$ cat src/rtl/dbgdr_pkg.sv
package dbgdr_pkg;
  localparam int HDR_W   = 3;
  localparam int DATA_W  = 32;
  localparam int FRAME_W = HDR_W + DATA_W;

  localparam logic [HDR_W-1:0] ACK_OK   = 3'b010;
  localparam logic [HDR_W-1:0] ACK_WAIT = 3'b001;

  typedef enum logic [1:0] {
    REG_NONE = 2'd0,
    REG_CTRL = 2'd1,
    REG_SEL  = 2'd2,
    REG_RBUF = 2'd3
  } dpReg_e;

  // control/status field positions (decoded by the debugger)
  localparam int CS_ORUN_EN = 0;
  localparam int CS_ORUN    = 1;
  localparam int CS_ERR     = 5;
  localparam int CS_DBG_REQ = 28;
  localparam int CS_DBG_ACK = 29;
  localparam int CS_SYS_REQ = 30;
  localparam int CS_SYS_ACK = 31;

  typedef struct packed {
    logic capture;
    logic ackWait;
    logic shift;
    logic apAccept;
    logic wrCtrl;
    logic wrSel;
    logic postDp;
    logic apDone;
    logic setOrun;
    logic setErr;
  } drStrobe_t;
endpackage

$ cat src/rtl/dbg_port_dr_ctrl.sv
module dbg_port_dr_ctrl
  import dbgdr_pkg::*;
(
  input  logic             clk,
  input  logic             rstN,
  input  logic             captureDr,
  input  logic             shiftDr,
  input  logic             updateDr,
  input  logic             selDp,
  input  logic             selAp,
  input  logic [HDR_W-1:0] shHdr,
  input  logic             orunEn,
  input  logic             apReady,
  input  logic             apErr,
  output logic             apReq,
  output drStrobe_t        stb
);
  logic pending;
  logic waitLat;
  logic hit;
  logic discard;
  logic rnw;
  logic [1:0] regA;

  assign hit     = selDp | selAp;
  assign rnw     = shHdr[0];
  assign regA    = shHdr[2:1];
  assign discard = waitLat | pending;

  always_comb begin
    stb         = '0;
    stb.capture = captureDr & hit;
    stb.ackWait = pending;
    stb.shift   = shiftDr & hit;
    stb.apDone  = pending & apReady;
    stb.setErr  = pending & apReady & apErr;
    if (updateDr && hit) begin
      if (discard) begin
        stb.setOrun = orunEn;
      end else if (selDp) begin
        stb.postDp = rnw & (regA != REG_RBUF);
        stb.wrCtrl = ~rnw & (regA == REG_CTRL);
        stb.wrSel  = ~rnw & (regA == REG_SEL);
      end else begin
        stb.apAccept = 1'b1;
      end
    end
  end

  always_ff @(posedge clk or negedge rstN) begin
    if (!rstN) begin
      pending <= 1'b0;
      waitLat <= 1'b0;
    end else begin
      if (stb.capture)
        waitLat <= pending;
      else if (updateDr && hit)
        waitLat <= 1'b0;
      if (stb.apAccept)
        pending <= 1'b1;
      else if (stb.apDone)
        pending <= 1'b0;
    end
  end

  assign apReq = pending;


  ap_hold_chk: assert property (@(posedge clk) disable iff (!rstN)
    (apReq && !apReady) |=> apReq);


  ap_start_chk: assert property (@(posedge clk) disable iff (!rstN)
    $rose(apReq) |-> $past(updateDr && selAp && !selDp));
endmodule

$ cat src/rtl/dbg_port_dr_dp.sv
module dbg_port_dr_dp
  import dbgdr_pkg::*;
#(
  parameter int APSEL_W   = 8,
  parameter int BANK_W    = 4,
  parameter int AP_ADDR_W = BANK_W + 2
) (
  input  logic                 clk,
  input  logic                 rstN,
  input  drStrobe_t            stb,
  input  logic                 tdi,
  output logic                 tdo,
  output logic [HDR_W-1:0]     shHdr,
  output logic                 orunEn,
  input  logic                 pwrAckDbg,
  input  logic                 pwrAckSys,
  output logic                 pwrReqDbg,
  output logic                 pwrReqSys,
  input  logic [DATA_W-1:0]    apRdata,
  output logic [APSEL_W-1:0]   apSel,
  output logic [AP_ADDR_W-1:0] apAddr,
  output logic                 apWrite,
  output logic [DATA_W-1:0]    apWdata
);
  localparam int BANK_LSB = 4;

  logic [FRAME_W-1:0] shReg;
  logic [DATA_W-1:0]  shData;
  logic [DATA_W-1:0]  rdBuf;
  logic [DATA_W-1:0]  selReg;
  logic [DATA_W-1:0]  selMask;
  logic [DATA_W-1:0]  reqData;
  logic [DATA_W-1:0]  ctrlView;
  logic [DATA_W-1:0]  dpView;
  logic [1:0]         reqAddr;
  logic               reqRnw;
  logic               orunEnR;
  logic               stickyOrun;
  logic               stickyErr;
  logic               dbgReq;
  logic               sysReq;

  assign shHdr  = shReg[HDR_W-1:0];
  assign shData = shReg[FRAME_W-1:HDR_W];
  assign tdo    = shReg[0];

  for (genvar i = 0; i < DATA_W; i++) begin : gMask
    assign selMask[i] = (i >= DATA_W - APSEL_W) ||
                        ((i >= BANK_LSB) && (i < BANK_LSB + BANK_W));
  end

  always_comb begin
    ctrlView             = '0;
    ctrlView[CS_ORUN_EN] = orunEnR;
    ctrlView[CS_ORUN]    = stickyOrun;
    ctrlView[CS_ERR]     = stickyErr;
    ctrlView[CS_DBG_REQ] = dbgReq;
    ctrlView[CS_DBG_ACK] = pwrAckDbg;
    ctrlView[CS_SYS_REQ] = sysReq;
    ctrlView[CS_SYS_ACK] = pwrAckSys;
  end

  always_comb begin
    case (shHdr[2:1])
      REG_CTRL: dpView = ctrlView;
      REG_SEL:  dpView = selReg;
      default:  dpView = '0;
    endcase
  end

  always_ff @(posedge clk or negedge rstN) begin
    if (!rstN) begin
      shReg      <= '0;
      rdBuf      <= '0;
      selReg     <= '0;
      reqData    <= '0;
      reqAddr    <= '0;
      reqRnw     <= 1'b0;
      orunEnR    <= 1'b0;
      dbgReq     <= 1'b0;
      sysReq     <= 1'b0;
      stickyOrun <= 1'b0;
      stickyErr  <= 1'b0;
    end else begin
      if (stb.capture)
        shReg <= {rdBuf, (stb.ackWait ? ACK_WAIT : ACK_OK)};
      else if (stb.shift)
        shReg <= {tdi, shReg[FRAME_W-1:1]};

      if (stb.apAccept) begin
        reqRnw  <= shHdr[0];
        reqAddr <= shHdr[2:1];
        reqData <= shData;
      end

      if (stb.postDp)
        rdBuf <= dpView;
      else if (stb.apDone && reqRnw)
        rdBuf <= apRdata;

      if (stb.wrSel)
        selReg <= shData & selMask;

      if (stb.wrCtrl) begin
        orunEnR <= shData[CS_ORUN_EN];
        dbgReq  <= shData[CS_DBG_REQ];
        sysReq  <= shData[CS_SYS_REQ];
      end

      stickyOrun <= stb.setOrun | (stickyOrun & ~(stb.wrCtrl & shData[CS_ORUN]));
      stickyErr  <= stb.setErr  | (stickyErr  & ~(stb.wrCtrl & shData[CS_ERR]));
    end
  end

  assign orunEn    = orunEnR;
  assign pwrReqDbg = dbgReq;
  assign pwrReqSys = sysReq;
  assign apSel     = selReg[DATA_W-1 -: APSEL_W];
  assign apAddr    = {selReg[BANK_LSB +: BANK_W], reqAddr};
  assign apWrite   = ~reqRnw;
  assign apWdata   = reqData;


  ack_code_chk: assert property (@(posedge clk) disable iff (!rstN)
    stb.capture |=> ((shReg[2:0] == ACK_OK) || (shReg[2:0] == ACK_WAIT)));


  orun_set_chk: assert property (@(posedge clk) disable iff (!rstN)
    $rose(stickyOrun) |-> $past(stb.setOrun && orunEnR));


  err_set_chk: assert property (@(posedge clk) disable iff (!rstN)
    $rose(stickyErr) |-> $past(stb.setErr));
endmodule

$ cat src/rtl/dbg_port_dr.sv
module dbg_port_dr
  import dbgdr_pkg::*;
#(
  parameter int APSEL_W = 8,
  parameter int BANK_W  = 4
) (
  input  logic                clk,
  input  logic                rstN,
  input  logic                selDp,
  input  logic                selAp,
  input  logic                captureDr,
  input  logic                shiftDr,
  input  logic                updateDr,
  input  logic                tdi,
  output logic                tdo,
  output logic                apReq,
  output logic                apWrite,
  output logic [APSEL_W-1:0]  apSel,
  output logic [BANK_W+1:0]   apAddr,
  output logic [31:0]         apWdata,
  input  logic [31:0]         apRdata,
  input  logic                apReady,
  input  logic                apErr,
  output logic                pwrReqDbg,
  output logic                pwrReqSys,
  input  logic                pwrAckDbg,
  input  logic                pwrAckSys
);
  localparam int AP_ADDR_W = BANK_W + 2;

  drStrobe_t        stb;
  logic [HDR_W-1:0] shHdr;
  logic             orunEn;

  dbg_port_dr_ctrl u_ctrl (
    .clk       (clk),
    .rstN      (rstN),
    .captureDr (captureDr),
    .shiftDr   (shiftDr),
    .updateDr  (updateDr),
    .selDp     (selDp),
    .selAp     (selAp),
    .shHdr     (shHdr),
    .orunEn    (orunEn),
    .apReady   (apReady),
    .apErr     (apErr),
    .apReq     (apReq),
    .stb       (stb)
  );

  dbg_port_dr_dp #(
    .APSEL_W   (APSEL_W),
    .BANK_W    (BANK_W),
    .AP_ADDR_W (AP_ADDR_W)
  ) u_dp (
    .clk       (clk),
    .rstN      (rstN),
    .stb       (stb),
    .tdi       (tdi),
    .tdo       (tdo),
    .shHdr     (shHdr),
    .orunEn    (orunEn),
    .pwrAckDbg (pwrAckDbg),
    .pwrAckSys (pwrAckSys),
    .pwrReqDbg (pwrReqDbg),
    .pwrReqSys (pwrReqSys),
    .apRdata   (apRdata),
    .apSel     (apSel),
    .apAddr    (apAddr),
    .apWrite   (apWrite),
    .apWdata   (apWdata)
  );


  req_stable_chk: assert property (@(posedge clk) disable iff (!rstN)
    (apReq && !apReady) |=> ($stable(apAddr) && $stable(apWdata) && $stable(apWrite)));
endmodule

$ cat config.mk
export PLATFORM = sky130hd
export DESIGN_NAME = dbg_port_dr
export DESIGN_NICKNAME = d
export VERILOG_FILES = /design/src/rtl/dbgdr_pkg.sv /design/src/rtl/dbg_port_dr_ctrl.sv /design/src/rtl/dbg_port_dr_dp.sv /design/src/rtl/dbg_port_dr.sv
export SDC_FILE = /design/constraint.sdc
export NUM_CORES = 1
export LEC_CHECK = 0
export ABC_CLOCK_PERIOD_IN_PS = 2400
export BUFFER_PORTS_ARGS = -buffer_cell sky130_fd_sc_hd__buf_2
export CAP_MARGIN = 25
export CORE_ASPECT_RATIO = 0.6
export CORE_UTILIZATION = 35
export DETAILED_ROUTE_END_ITERATION = 8
export GPL_ROUTABILITY_DRIVEN = 0
export PLACE_DENSITY_LB_ADDON = 0.15
export SLEW_MARGIN = 10
export SYNTH_ARGS = -nofsm -noshare
export SYNTH_HDL_FRONTEND = slang
export SYNTH_HIERARCHICAL = 1
export SYNTH_SLANG_ARGS = --single-unit
$ cat constraint.sdc
create_clock -name clk -period 2.4 [get_ports clk]
set_clock_uncertainty 0.2 [all_clocks]
set_input_delay 0.36 -clock clk [delete_from_list [all_inputs] [get_ports clk]]
set_output_delay 0.36 -clock clk [all_outputs]
set_load 0.05 [all_outputs]
==> qor.csv <==
stage;metric;value;unit
status;status;complete, no violations;
critical_path;worstPathMaxFanout;18;
synth;yosysTopAreaCellShare;59.3;%
power;p_clk_share;28.7;%
floorplanning;initial_utilization;36.6;%
synth;synth_commonest_cells;dfrtp_1, mux2_2, nand2_1;
global_routing;grt_usage;18.3;%
critical_path;crit_arrival;2300;ps
global_routing;grt_start_max_net_pins;44;
floorplanning;ios;95;
final_layout;fin_area;6570;um^2
synth;async_flop_share;100;%
floorplanning;core;14000;um^2
synth;yosys_warnings;6;
synth;synth-simple-area-share;7.43;%
power;internal-power;5.31;mW
global_routing;grt_overflow;0;
critical_path;cp-startpoint;u_ctrl/apReq$_DFFE_PN0P_;
clock_network;cts-root-buf;clkbuf_16;
timing;max_freq;453;MHz
synth;synth-xor-area-share;0;%
route;wl_per_cell;17.2;um
clock_network;clk_path_buf_depth;2;
synth;yosysTopAreaCell;dfrtp_1;
floorplanning;die_x;158;um
synth;synth_ff_type;dfrtp_1;
power;power_density;1310;nW/um^2
final_layout;synthToLayoutAreaGrowth;28.8;%
worst_hold_path;min-delay-path-class;in -> reg;
power;pwr-share-seq;39.0;%
critical_path;crit_required;2490;ps
synth;synth_cell_types;33;
global_routing;grt_pass1_wl;20000;um
final_layout;regArea;3030;um^2
route;ant_nets;0;
timing;fin_crit_sh;92.0;%
clock_network;clkLatencyLatePin;410;ps
final_layout;nNetsFinal;567;
timing;finalSetupViolCount;0;
job;drv_cap;0;
timing;tightest_slew;825;ps
clock_network;cts_tree;yes;
synth;synth_seq_area_share;59.3;%
critical_path;worstSetupPathType;reg -> reg;
timing;slew_viol_final;0;
timing;relSlewSlack;45.0;%
floorplanning;die_area;15100;um^2
final_layout;n_antenna_cell;0;
route;firstDrtPassIters;4;
clock_network;clkTransAtPathRegs;50;ps
global_routing;grt_pass1_vias;3619;
synth;synthCells;403;
final_layout;fin_util;47.1;%
synth;synth_top_family_by_area;multiplexers;
power;leakage;3.17;nW
final_layout;fillers;1316;
clock_network;post-cts-setup-buffers;0;
critical_path;r2r_start;u_ctrl/apReq$_DFFE_PN0P_;
final_layout;layout-drive-gt1-share;36.8;%
timing;setup_tns;0;ps
power;ir_worst_vdd;0.000646;V
synth;synth_area_leaders;dfrtp_1, mux2_2, mux2i_1, a22o_1, o21ai_0;
timing;final_hold_viol_count;0;
synth;syn_area;5100;um^2
synth;muxShareOfSynthArea;17.5;%
floorplanning;die_h;95.5;um
route;drt-vias-per-instance;4.90;
place;hpwl;8570;um
timing;rsz0062_at_grt;no;
route;wl;12500;um
timing;finalCriticalPeriod;2210;ps
power;p_sw;3.33;mW
synth;synth_area_per_cell;12.7;um^2
route;vias;3546;
synth;syn_nets;450;
final_layout;multiInputGateArea;1890;um^2
synth;synthAdderAreaFrac;0.735;%
global_routing;antenna_found_initial;0;
timing;hold-worst-slack;16.5;ps
worst_hold_path;worstHoldStart;apRdata[18];
synth;yosysMostFrequentCell;dfrtp_1;
synth;ys_ff_latch;121;
route;post-route-drc-count;0;
synth;synth_compound_area_share;11.4;%
route;drt_iter0_drc;182;
place;post_dp_cell_area;5840;um^2
floorplanning;rows;33;
clock_network;cts_max_level;4;
critical_path;critical_path.startpoint_type;flop;
power;p_sw_share;38.5;%
critical_path;cp-end-kind;flop;
place;portBuffers;94;
synth;synth_edf_count;0;
clock_network;cts-buffers-inserted;17;
power;p_comb_share;32.3;%
clock_network;clkSinkCount;121;
-- per-layer routing --
layer  wire length [um]  share of wire (%)  global-route usage, %  up-vias
met2               5200                 42                   26.0       88
met3                596                4.8                   3.86       18
met5                  0                  0                      0        -
met1               6490                 52                   26.7     1754
met4                178                1.4                   7.77        0
li1                   -                  -                      -     1686
-- timing repair --
action                                 4_1_cts  5_1_grt
endpoints found under the hold margin       42        0
hold buffers                                16        0
resized for setup                            0        0
-- final cells by class --
class,instances,area share [%]
clock inverters,8,1.45
well taps,192,3.65
flip-flops and latches,121,46.1
multi-input cells,248,28.8
inverters,6,0.343
repair buffers,126,12.4
clock buffers,23,7.27
-- power groups by stage --
stage               clock network (mW)  registers (mW)  logic (mW)
finish                            2.48            3.37        2.79
global route                      2.61            3.49        2.99
CTS                               2.52            3.38        2.82
detailed placement                   0            3.40        2.79
global placement                     0            3.37        2.75
floorplan                            0            4.45       0.910
-- registers in the layout, summed over array words and instances, names as in the netlist, 2 cells and up --
signal        cells
u_dp/shReg       35
u_dp/apWdata     32
u_dp/rdBuf       32
u_dp/selReg      12
u_dp/reqAddr      2
-- final timing paths --
| kind | end | slack [ps] | cells past startpoint |
|---|---|---|---|
| min reg2reg | u_dp/shReg[7]$_DFFE_PN0P_ | 290 | 2 |
| min in group asynchronous | u_dp/apWdata[1]$_DFFE_PN0P_ | 250 | 2 |
| max reg2reg | u_dp/rdBuf[9]$_DFFE_PN0P_ | 190 | 6 |
| max | u_dp/rdBuf[9]$_DFFE_PN0P_ | 190 | 6 |
| max in group asynchronous | u_dp/apWdata[31]$_DFFE_PN0P_ | 1150 | 3 |
| min | u_dp/rdBuf[18]$_DFFE_PN0P_ | 20 | 2 |
-- critical path: stages, from the launching register on --
cell       delay [ps]
dfrtp_1           370
nand4bb_4         250
a211oi_1          240
buf_4             180
inv_2             120
and3_1            420
a22o_1            290
-- cell families after synthesis --
kind of cell             after synthesis
adder cells (fa/ha/maj)                3
AND/OR/NAND/NOR                       79
buffers and inverters                 34
multiplexers                          83
AO/OA/AOI/OAI                         83
flip-flops                           121
-- layout by cell type (no fill, tap or decap), drive strengths merged --
cell         netlist  routed
a221oi            12      12
clkinvlp           0       2
nor2              28      28
a41o               1       1
dfrtp            121     121
a32oi              2       2
a32o               1       1
nand2             37      37
a22o              23      23
and2b              1       1
and2               4       4
mux2i             34      34
ha                 3       3
bufinv             0       2
o22ai              1       1
nor2b              1       1
and4               1       1
o21a               1       1
clkinv             0       4
a21oi              3       3
mux2              49      49
dlygate4sd3        0      16
and3               2       2
o21ai             35      35
buf               22     110
a211oi             1       1
and4b              1       1
clkbuf             6      23
nand4bb            1       1
or2                1       1
nor4b              2       2
inv                6       6
a21o               3       3
-- metrics by stage --
stage                     worst slack [ps]  power [mW]  std cells
after global placement                 211        6.12        676
after floorplan                       23.5        5.36        403
after CTS                              165        8.72        724
final                                  193        8.63        724
after global routing                  59.9        9.09        724
after detailed placement               139        6.19        677
Note: power is estimated with default switching activity, not from simulation.
